### src/rtl/rl_pkg.sv
package rl_pkg;

    // Per-core phase of the lock protocol
    typedef enum logic [1:0] {
        PH_IDLE = 2'd0,
        PH_WAIT = 2'd1,
        PH_HOLD = 2'd2
    } core_phase_e;

    // Default granularity of a lockable region: 64-byte line
    localparam int unsigned LINE_BITS_DEF = 6;

endpackage

### src/rtl/rl_lock_table.sv
module rl_lock_table #(
    parameter int unsigned NUM_CORES   = 4,
    parameter int unsigned NUM_ENTRIES = 2,
    parameter int unsigned TAG_W       = 10,
    localparam int unsigned OWN_W      = (NUM_CORES > 1) ? $clog2(NUM_CORES) : 1,
    localparam int unsigned CNT_W      = $clog2(NUM_ENTRIES + 1)
) (
    input  logic                              clk,
    input  logic                              rst_n,
    input  logic [NUM_CORES-1:0][TAG_W-1:0]   tag_i,
    input  logic [NUM_CORES-1:0]              alloc_i,
    input  logic [NUM_CORES-1:0]              rel_i,
    output logic [NUM_CORES-1:0]              hit_o,
    output logic [CNT_W-1:0]                  free_cnt_o
);

    typedef struct packed {
        logic             valid;
        logic [TAG_W-1:0] tag;
        logic [OWN_W-1:0] owner;
    } entry_t;

    entry_t [NUM_ENTRIES-1:0] tbl_d, tbl_q;

    // Next table: release owned entries, then place each allocation
    always_comb begin
        logic [NUM_ENTRIES-1:0] taken;
        logic                   placed;
        tbl_d = tbl_q;
        taken = '0;
        for (int e = 0; e < NUM_ENTRIES; e++) begin
            if (tbl_q[e].valid && rel_i[tbl_q[e].owner]) begin
                tbl_d[e].valid = 1'b0;
            end
        end
        for (int c = 0; c < NUM_CORES; c++) begin
            placed = 1'b0;
            if (alloc_i[c]) begin
                for (int e = 0; e < NUM_ENTRIES; e++) begin
                    if (!placed && !tbl_q[e].valid && !taken[e]) begin
                        tbl_d[e].valid = 1'b1;
                        tbl_d[e].tag   = tag_i[c];
                        tbl_d[e].owner = OWN_W'(c);
                        taken[e]       = 1'b1;
                        placed         = 1'b1;
                    end
                end
            end
        end
    end

    always_ff @(posedge clk or negedge rst_n) begin
        if (!rst_n) begin
            tbl_q <= '0;
        end else begin
            tbl_q <= tbl_d;
        end
    end

    // Lookup of each core's tag, and count of free entries
    always_comb begin
        int n;
        n = 0;
        for (int e = 0; e < NUM_ENTRIES; e++) begin
            if (!tbl_q[e].valid) n = n + 1;
        end
        free_cnt_o = CNT_W'(n);
        for (int c = 0; c < NUM_CORES; c++) begin
            hit_o[c] = 1'b0;
            for (int e = 0; e < NUM_ENTRIES; e++) begin
                if (tbl_q[e].valid && tbl_q[e].tag == tag_i[c]) hit_o[c] = 1'b1;
            end
        end
    end

    // never more allocations than free entries
    assert_alloc_fits_R8: assert property (@(posedge clk) disable iff (!rst_n)
        $countones(alloc_i) <= free_cnt_o);

    // one region is never held by two entries
    for (genvar a = 0; a < NUM_ENTRIES; a++) begin : g_ex_a
        for (genvar b = a + 1; b < NUM_ENTRIES; b++) begin : g_ex_b
            assert_region_exclusive_R4: assert property (@(posedge clk) disable iff (!rst_n)
                !(tbl_q[a].valid && tbl_q[b].valid && tbl_q[a].tag == tbl_q[b].tag));
        end
    end

endmodule

### src/rtl/rl_arrival_order.sv
module rl_arrival_order #(
    parameter int unsigned NUM_CORES = 4
) (
    input  logic                                 clk,
    input  logic                                 rst_n,
    input  logic [NUM_CORES-1:0]                 wait_i,
    input  logic [NUM_CORES-1:0]                 join_i,
    output logic [NUM_CORES-1:0][NUM_CORES-1:0]  ahead_o
);

    // older_q[i][j]: core i started waiting strictly before core j
    logic [NUM_CORES-1:0][NUM_CORES-1:0] older_d, older_q;

    always_comb begin
        older_d = older_q;
        for (int j = 0; j < NUM_CORES; j++) begin
            if (join_i[j]) begin
                for (int i = 0; i < NUM_CORES; i++) begin
                    older_d[i][j] = wait_i[i];
                    older_d[j][i] = 1'b0;
                end
            end
        end
    end

    always_ff @(posedge clk or negedge rst_n) begin
        if (!rst_n) begin
            older_q <= '0;
        end else begin
            older_q <= older_d;
        end
    end

    // ahead_o[i][j]: core j goes before core i
    always_comb begin
        for (int i = 0; i < NUM_CORES; i++) begin
            for (int j = 0; j < NUM_CORES; j++) begin
                if (i == j) begin
                    ahead_o[i][j] = 1'b0;
                end else if (wait_i[j] != wait_i[i]) begin
                    ahead_o[i][j] = wait_i[j];
                end else if (wait_i[j]) begin
                    ahead_o[i][j] = older_q[j][i] || (!older_q[i][j] && (j < i));
                end else begin
                    ahead_o[i][j] = (j < i);
                end
            end
        end
    end

    // arrival order between two waiters is never contradictory
    for (genvar a = 0; a < NUM_CORES; a++) begin : g_ord_a
        for (genvar b = a + 1; b < NUM_CORES; b++) begin : g_ord_b
            assert_order_antisym_R6: assert property (@(posedge clk) disable iff (!rst_n)
                (wait_i[a] && wait_i[b]) |-> !(older_q[a][b] && older_q[b][a]));
        end
    end

endmodule

### src/rtl/region_lock_unit.sv
module region_lock_unit
    import rl_pkg::*;
#(
    parameter int unsigned NUM_CORES   = 4,
    parameter int unsigned NUM_ENTRIES = 2,
    parameter int unsigned ADDR_W      = 16,
    parameter int unsigned LINE_BITS   = LINE_BITS_DEF,
    localparam int unsigned TAG_W      = ADDR_W - LINE_BITS,
    localparam int unsigned CNT_W      = $clog2(NUM_ENTRIES + 1)
) (
    input  logic                          clk,
    input  logic                          rst_n,
    input  logic [NUM_CORES-1:0]          req_i,
    input  logic [NUM_CORES*ADDR_W-1:0]   addr_i,
    input  logic [NUM_CORES-1:0]          done_i,
    output logic [NUM_CORES-1:0]          grant_o,
    output logic [NUM_CORES-1:0]          stall_o,
    output logic                          err_o
);

    typedef struct packed {
        core_phase_e [NUM_CORES-1:0]            phase;
        logic        [NUM_CORES-1:0][TAG_W-1:0] tag;
        logic                                   err;
    } unit_state_t;

    unit_state_t st_d, st_q;

    logic [NUM_CORES-1:0]                waiting, holding, cand;
    logic [NUM_CORES-1:0][TAG_W-1:0]     tag_now;
    logic [NUM_CORES-1:0]                hit, region_ok, win, join_q, rel;
    logic [NUM_CORES-1:0][NUM_CORES-1:0] ahead;
    logic [CNT_W-1:0]                    free_cnt;

    // Candidate set and the region each candidate targets
    always_comb begin
        for (int c = 0; c < NUM_CORES; c++) begin
            waiting[c] = (st_q.phase[c] == PH_WAIT);
            holding[c] = (st_q.phase[c] == PH_HOLD);
            cand[c]    = waiting[c] || (st_q.phase[c] == PH_IDLE && req_i[c]);
            tag_now[c] = waiting[c] ? st_q.tag[c]
                                    : addr_i[c*ADDR_W + LINE_BITS +: TAG_W];
        end
    end

    rl_lock_table #(
        .NUM_CORES   (NUM_CORES),
        .NUM_ENTRIES (NUM_ENTRIES),
        .TAG_W       (TAG_W)
    ) u_table (
        .clk        (clk),
        .rst_n      (rst_n),
        .tag_i      (tag_now),
        .alloc_i    (win),
        .rel_i      (rel),
        .hit_o      (hit),
        .free_cnt_o (free_cnt)
    );

    rl_arrival_order #(
        .NUM_CORES (NUM_CORES)
    ) u_order (
        .clk     (clk),
        .rst_n   (rst_n),
        .wait_i  (waiting),
        .join_i  (join_q),
        .ahead_o (ahead)
    );

    // Arbitration and next state
    always_comb begin
        logic blocked;
        int   rank;
        st_d = st_q;
        for (int c = 0; c < NUM_CORES; c++) begin
            blocked = hit[c];
            for (int j = 0; j < NUM_CORES; j++) begin
                if (j != c && cand[j] && ahead[c][j] && tag_now[j] == tag_now[c]) begin
                    blocked = 1'b1;
                end
            end
            region_ok[c] = cand[c] && !blocked;
        end
        for (int c = 0; c < NUM_CORES; c++) begin
            rank = 0;
            for (int j = 0; j < NUM_CORES; j++) begin
                if (region_ok[j] && ahead[c][j]) rank = rank + 1;
            end
            win[c] = region_ok[c] && (rank < int'(free_cnt));
        end
        rel    = done_i & holding;
        join_q = cand & ~win & ~waiting;
        for (int c = 0; c < NUM_CORES; c++) begin
            unique case (st_q.phase[c])
                PH_IDLE: begin
                    if (req_i[c]) begin
                        st_d.tag[c]   = tag_now[c];
                        st_d.phase[c] = win[c] ? PH_HOLD : PH_WAIT;
                    end
                end
                PH_WAIT: begin
                    if (win[c]) st_d.phase[c] = PH_HOLD;
                end
                PH_HOLD: begin
                    if (done_i[c]) st_d.phase[c] = PH_IDLE;
                end
                default: st_d.phase[c] = PH_IDLE;
            endcase
        end
        st_d.err = st_q.err || |(done_i & ~holding);
    end

    always_ff @(posedge clk or negedge rst_n) begin
        if (!rst_n) begin
            st_q <= '0;
        end else begin
            st_q <= st_d;
        end
    end

    assign grant_o = holding;
    assign stall_o = waiting;
    assign err_o   = st_q.err;

    // error flag is sticky
    assert_err_sticky_R9: assert property (@(posedge clk) disable iff (!rst_n)
        err_o |=> err_o);

    for (genvar c = 0; c < NUM_CORES; c++) begin : g_core_chk
        // grant held until done
        assert_hold_until_done_R3: assert property (@(posedge clk) disable iff (!rst_n)
            (grant_o[c] && !done_i[c]) |=> grant_o[c]);
        // done releases the grant
        assert_release_R5: assert property (@(posedge clk) disable iff (!rst_n)
            (grant_o[c] && done_i[c]) |=> !grant_o[c]);
        // a stalled core only leaves the stall by being granted
        assert_stall_resume_R4: assert property (@(posedge clk) disable iff (!rst_n)
            stall_o[c] |=> (stall_o[c] || grant_o[c]));
    end

endmodule

### config.mk
export PLATFORM = sky130hd
export DESIGN_NAME = region_lock_unit
export DESIGN_NICKNAME = d
export VERILOG_FILES = /design/src/rtl/rl_pkg.sv /design/src/rtl/rl_lock_table.sv /design/src/rtl/rl_arrival_order.sv /design/src/rtl/region_lock_unit.sv
export SDC_FILE = /design/constraint.sdc
export NUM_CORES = 1
export LEC_CHECK = 0
export CELL_PAD_IN_SITES_DETAIL_PLACEMENT = 2
export CELL_PAD_IN_SITES_GLOBAL_PLACEMENT = 2
export CORE_MARGIN = 1
export CORE_UTILIZATION = 39
export DETAILED_ROUTE_END_ITERATION = 6
export PLACE_DENSITY = 0.88
export SLEW_MARGIN = 15
export SYNTH_ARGS = -nofsm -noshare
export SYNTH_HDL_FRONTEND = slang
export SYNTH_SLANG_ARGS = --single-unit
### constraint.sdc
create_clock -name clk -period 7.5 [get_ports clk]
set_input_delay 1.5 -clock clk [delete_from_list [all_inputs] [get_ports clk]]
set_output_delay 1.5 -clock clk [all_outputs]
set_load 0.01 [all_outputs]
==> results of run 1 <==
==> worst register-to-register path, cell delays in order (launching register included) <==
cell and delay (ns):
dfrtp_1 0.45, nand2b_4 0.34, inv_2 0.24, mux2i_2 0.76
xnor2_1 0.22, nand4_1 0.23, nor3_1 0.07, and3b_1 0.18
nor3_1 0.29, nor3b_1 0.54, o211ai_1 0.23, ha_1 0.23
o21ai_0 0.20, ha_1 0.27, mux2_2 0.27, nand3_1 0.08
and4bb_2 0.47, a22oi_1 0.24, buf_4 0.25, a221oi_1 0.42
mux2i_1 0.16, mux2i_1 0.22
==> per-stage QoR <==
step	total power, uW	hold slack, ns
final	5330	0.494
after global routing	5580	0.517
after CTS	5270	0.506
after detailed placement	4660	0.487
after global placement	4370	0.458
after floorplan	3470	0.460
==> power breakdown <==
group	internal, uW	switching [uW]	leakage (uW)
clock network	263	229	0.000151
registers	704	329	0.00102
logic	1510	2290	0.00259
==> cells by family after synthesis <==
group                    count (synthesis)  synth area share [%]
AO/OA/AOI/OAI                          167                  14.2
flip-flops                              87                  28.2
XOR/XNOR                               139                  15.8
adder cells (fa/ha/maj)                 15                  2.40
multiplexers                           123                  19.3
buffers and inverters                   92                  5.69
AND/OR/NAND/NOR                        208                  14.5
==> metal layers <==
metal,wire length (um),GRT usage [%],up-vias
li1,-,-,3107
met1,13000,39.2,3787
met2,16700,60.0,329
met3,2040,7.14,148
met4,2240,23.3,0
met5,0,0,-
==> path summary, 6_finish.rpt <==
check | slack [ns] | from | cells after the start | to
setup / recovery | 0.58 | addr_i[38] | 20 | u_table.tbl_q[20]
hold / removal | 0.49 | err_o | 2 | err_o
setup reg to reg | 1.04 | st_q[46] | 21 | u_table.tbl_q[20]
min in group asynchronous | 1.11 | rst_n | 1 | u_order.older_q[11]
max in group asynchronous | 5.26 | rst_n | 2 | st_q[6]
hold reg to reg | 0.49 | err_o | 2 | err_o
==> cell usage after synthesis, types with 10 or more instances <==
library cell  count  share of area, %
clkbuf_1         25               1.2
mux2_2           30               4.4
o211ai_1         13               1.3
nand2_1          33               1.6
mux2i_1          59               7.6
nand3_1          14              0.91
and3_1           10              0.81
dfrtp_1          87                28
mux2i_4          11               3.2
nand2b_1         12              0.97
xor2_1           14               1.6
mux2i_2          23               4.1
a21oi_1          47               3.0
nor3_1           10              0.65
inv_1            43               2.1
xnor2_1         125                14
a221oi_1         11               1.2
ha_1             14               2.3
o31ai_1          11               1.1
nor2_1           65               3.2
nor4_1           13               1.1
nand4_1          21               1.7
o21ai_0          38               2.5
==> final cells by class <==
type | instances | area [um^2]
Timing Repair Buffer | 105 | 931
Fill cell | 2093 | 10400
Tap cell | 265 | 332
Clock inverter | 7 | 78.8
Inverter | 48 | 180
Clock buffer | 9 | 225
Multi-Input combinational cell | 652 | 5130
Sequential cell | 87 | 2180
==> cell usage in the layout, fill, tap and decap left out, types with 3 or more instances in the layout <==
cell	instances
a21oi_1	47
a221oi_1	11
a31oi_1	8
and3_1	10
buf_4	48
clkbuf_16	9
clkdlybuf4s50_1	57
dfrtp_1	87
ha_1	14
inv_1	43
inv_2	3
inv_6	4
mux2_2	30
mux2i_1	59
mux2i_2	23
mux2i_4	11
nand2_1	33
nand2b_1	12
nand2b_4	3
nand3_1	14
nand4_1	21
nor2_1	65
nor2b_1	4
nor3_1	10
nor3b_2	4
nor4_1	13
o211ai_1	13
o21a_1	3
o21ai_0	38
o22ai_1	4
o31ai_1	11
xnor2_1	125
xor2_1	14
==> sequential cells by signal, indices dropped and copies added (netlist names) <==
signal	flops
st_q	48
u_table.tbl_q	26
u_order.older_q	12
err_o	1
==> impl_metrics.yaml, run 1 <==
run_status:
  status: "finished clean"
floorplanning:
  core_area_um2: 19500
  die_w_um: 143
  start_util_pct: 39.7
  die_area_um2: 20400
  fp.dieH_um: 143
  ios: 83
  rows: 51
setup_path:
  cp_cell_sequence: "clkdlybuf4s50_1 -> mux2i_2 -> xnor2_1 -> nand4_1 -> nor3_1 -> and3b_1 -> nor3_1 -> nor3b_1 -> o211ai_1 -> ha_1 -> o21ai_0 -> ha_1 -> mux2_2 -> nand3_1 -> and4bb_2 -> a22oi_1 -> buf_4 -> a221oi_1 -> mux2i_1 -> mux2i_1"
  critical_path.top_delay_family: "simple AND/OR/NAND/NOR gates"
  max_stage_delay_ns: 0.68
  worst_setup_path_end_kind: "flip-flop"
  arrival_ns: 7.20
  critPathMaxFanout: 15
  criticalPathCategory: "input pin to flip-flop"
  crit_buf_inv: 2
  crit_slowest_cell: "mux2i_2"
  crit_path_start_kind: "input pin"
  crit_required_ns: 7.79
routing:
  vias_per_cell: 6.28
  routedWlPerCell_um: 29.0
  routed_wl_um: 34000
  postRouteAntennaNets: 0
  route.vias.total: 7371
  drtIter0Drc: 459
  firstDrtPassIters: 7
  drcViolationCount: 0
layout:
  fin_util_pct: 46.5
  design_area_um2: 9050
  final_nets: 991
  n_antenna_cell: 0
  layout-drive-gt1-share_pct: 16.6
  layoutNonFillerInstCount: 1173
  syn_to_final_growth_pct: 17.2
timing:
  rsz0062_at_grt: "false"
  period_needed_ns: 6.92
  relSlewSlack_pct: 25.4
  slew_viol_final: 0
  worst_pin_slew_ns: 1.11
  finalHoldViolCount: 0
  fin_skew_ns: 0.00962
  max_freq_mhz: 145
  tns_ns: 0
  layout_setup_ws_ns: 0.583
  post-route-period-util_pct: 92.2
  setup_viol: 0
synth:
  syn_avg_cell_area_um2: 9.29
  yosysWarnings: 0
  ys_types: 76
  synth_edf_count: 0
  syn_nets: 919
  netlist_area_um2: 7720
  synth-seq-cells: 87
  async_flop_share_pct: 100
  seq_area_frac_synth_pct: 28.2
  synthCells: 831
  ys.flop_type: "dfrtp_1"
grt:
  grt_antenna_before_repair: 0
  track_usage_pct: 35.0
  grt_pass1_vias: 8209
  overflow: 0
  grt_pass1_wl_um: 51300
  grt_max_degree: 51
clock_tree:
  clock_sinks: 87
  cts_tree: "built"
  cts_resized: 0
  clk_root_buffer_cell: "clkbuf_16"
  clockBufferDepth: 2
  clkTransAtPathRegs_ns: 0.08
  cts_max_level: 3
  cts_hold_buffers: 0
  cts_buffers: 9
  cts_setup_buffers: 0
  clkLatencyLatePin_ns: 0.38
placed_design:
  place_area_um2: 8750
  dp_hpwl_um: 24700
  gp_congestion: 0.950
  dp_cells: 1157
  port_buffers: 58
  pre_cts_slack_ns: 0.484
job:
  max_cap_viol_count: 0
worst_hold_path:
  min-delay-path-class: "flip-flop to flip-flop"
power_and_ir_drop:
  vdd_drop_max_uv: 251
  cellLeakagePower_uw: 0.00375
  cellPowerDensity_nw_per_um2: 588
No activity file was read; power rests on OpenSTA's default activity.
==> run 2, diff against run 1 <==
ABC_AREA = 1   (was unset)
CORE_UTILIZATION = 34   (was 39)
PLACE_DENSITY = 0.89   (was 0.88)
==> impl_metrics.yaml, run 2 <==
run_status:
  status: "finished clean"
layout:
  top_regs: "st_q: 48 flops, u_table.tbl_q: 26 flops, u_order.older_q: 12 flops"
  final_nets: 1454
  layoutNonFillerInstCount: 1690
  layout_commonest_cell: "nand2_1"
  n_antenna_cell: 0
  fillers: 2967
  final_cell_mix: "nand2_1, nor2_1, inv_1"
  top_register: "st_q"
  syn_to_final_growth_pct: 12.2
  largest_reg_flops: 48
  layout-drive-gt1-share_pct: 7.95
synth:
  yosysWarnings: 0
  synth_area_leader_cell: "dfrtp_1"
  synth-seq-cells: 87
  syn_avg_cell_area_um2: 6.19
  netlist_top_cells_count: "nand2_1, nor2_1, inv_1, dfrtp_1, nand3_1"
  synthCells: 1332
  netlist_area_um2: 8250
  synth_area_leaders: "dfrtp_1, nand2_1, nor2_1, inv_1, nand3_1"
  syn_nets: 1420
  ys_types: 41
  ys.flop_type: "dfrtp_1"
  yosys.cell_count.top_type: "nand2_1"
  synth_edf_count: 0
  async_flop_share_pct: 100
  yosysTopAreaCellShare_pct: 26.4
  seq_area_frac_synth_pct: 26.4
timing:
  worst_pin_slew_ns: 0.930
  slew_viol_final: 0
  rsz0062_at_grt: "false"
  setup_viol: 0
  tns_ns: 0
  fin_skew_ns: 0.0133
  period_needed_ns: 6.38
  relSlewSlack_pct: 37.6
  post-route-period-util_pct: 85.1
  finalHoldViolCount: 0
  max_freq_mhz: 157
grt:
  track_usage_pct: 31.9
  grt_antenna_before_repair: 0
  grt_pass1_vias: 10300
  overflow: 0
  grt_pass1_wl_um: 59100
  grt_max_degree: 48
setup_path:
  criticalPathCategory: "input pin to flip-flop"
  crit_required_ns: 7.76
  crit_slowest_cell: "o21ai_1"
  worst_setup_path_end_kind: "flip-flop"
  worst_path_most_repeated_cell: "nor2_1"
  max_stage_delay_ns: 0.68
  crit_path_start_kind: "input pin"
  critPathMaxFanout: 21
  arrival_ns: 6.63
clock_tree:
  cts_setup_buffers: 0
  cts_resized: 0
  clk_root_buffer_cell: "clkbuf_16"
  clkTransAtPathRegs_ns: 0.07
  cts_buffers: 9
  clockBufferDepth: 2
  cts_tree: "built"
  cts_max_level: 3
  clkLatencyLatePin_ns: 0.38
  clock_sinks: 87
  cts_hold_buffers: 0
power_and_ir_drop:
  clock_power_share_pct: 10.0
  cellPowerDensity_nw_per_um2: 552
  switching_share_pct: 60.8
  netSwitchingPower_uw: 3110
  p_int_uw: 2000
  pwr-share-seq_pct: 19.0
  vdd_drop_max_uv: 228
  combPwrFrac_pct: 71.1
  p_total_uw: 5110
  cellLeakagePower_uw: 0.00467
routing:
  firstDrtPassIters: 5
  postRouteAntennaNets: 0
  vias_per_cell: 5.65
  routed_wl_um: 38600
  route.vias.total: 9556
  drcViolationCount: 0
  routedWlPerCell_um: 22.8
  drtIter0Drc: 506
placed_design:
  dp_hpwl_um: 29000
  gp_congestion: 0.986
  dp_cells: 1674
  port_buffers: 58
floorplanning:
  ios: 83
  core_area_um2: 23600
  die_w_um: 158
  die_area_um2: 24900
  fp.dieH_um: 158
  rows: 56
  start_util_pct: 34.9
job:
  max_cap_viol_count: 0
worst_hold_path:
  min-delay-path-class: "flip-flop to flip-flop"
==> run 2: metal layers <==
layer	up-vias	global-route usage, %	part of all wire, %
met1	4846	39.7	43
met2	307	52.7	47
met5	-	0	0
met3	94	4.52	4.7
met4	0	18.1	4.9
li1	4309	-	-
==> run 2: layout make-up <==
type                       count  area (um^2)  share of cell area (%)
timing repair buffer          61          601                    6.49
sequential                    87         2180                    23.5
inverter                     143          537                    5.80
clock inverter                 5         63.8                   0.689
tap                          319          399                    4.31
clock buffer                  11          243                    2.62
multi-input combinational   1064         5240                    56.6
==> run 2: final timing paths <==
path / start / endpoint / slack, ns / cells after the start
min reg2reg: u_order.older_q[8] / u_order.older_q[8] / 0.49 / 2
min: u_order.older_q[8] / u_order.older_q[8] / 0.49 / 2
min in group asynchronous: rst_n / st_q[15] / 1.13 / 1
max reg2reg: st_q[42] / u_table.tbl_q[15] / 1.66 / 25
max in group asynchronous: rst_n / u_order.older_q[13] / 5.24 / 2
max: addr_i[27] / u_table.tbl_q[15] / 1.12 / 25
==> run 2: critical path, delay by kind of cell <==
| kind | cells | cell delay [ns] |
|---|---|---|
| adder cells (fa/ha/maj) | 2 | 0.49 |
| AND/OR/NAND/NOR | 17 | 2.81 |
| multiplexers | 1 | 0.28 |
| AO/OA/AOI/OAI | 2 | 0.88 |
| buffers and inverters | 3 | 0.67 |
==> run 2: power groups by stage <==
stage / registers (uW) / logic, uW / clock network [uW]
finish: 970 / 3630 / 509
global route: 992 / 3920 / 528
CTS: 960 / 3580 / 516
detailed placement: 963 / 3460 / 0
global placement: 939 / 3260 / 0
floorplan: 844 / 2510 / 0
==> run 2: cell families (layout without fill, tap and decap cells) <==
family / after synthesis / in the layout / synth area share, %
simple gates: 828 / 828 / 43.8
xor+xnor: 38 / 38 / 4.04
compound gates: 181 / 181 / 13.1
mux: 3 / 3 / 0.410
fa+ha+maj: 14 / 14 / 2.12
buf+inv: 181 / 220 / 10.1
flops: 87 / 87 / 26.4
==> run 2: through the flow <==
step	hold WS (ns)	cell area [um^2]	util (%)	setup slack, ns
2_1_floorplan	0.448	8250	-	2.95
3_3_place_gp	0.463	8950	37.9	1.33
3_5_place_dp	0.473	8950	37.9	1.04
4_1_cts	0.494	9260	39.2	1.27
5_1_grt	0.526	9260	39.2	0.870
6_report	0.488	9260	39.2	1.12
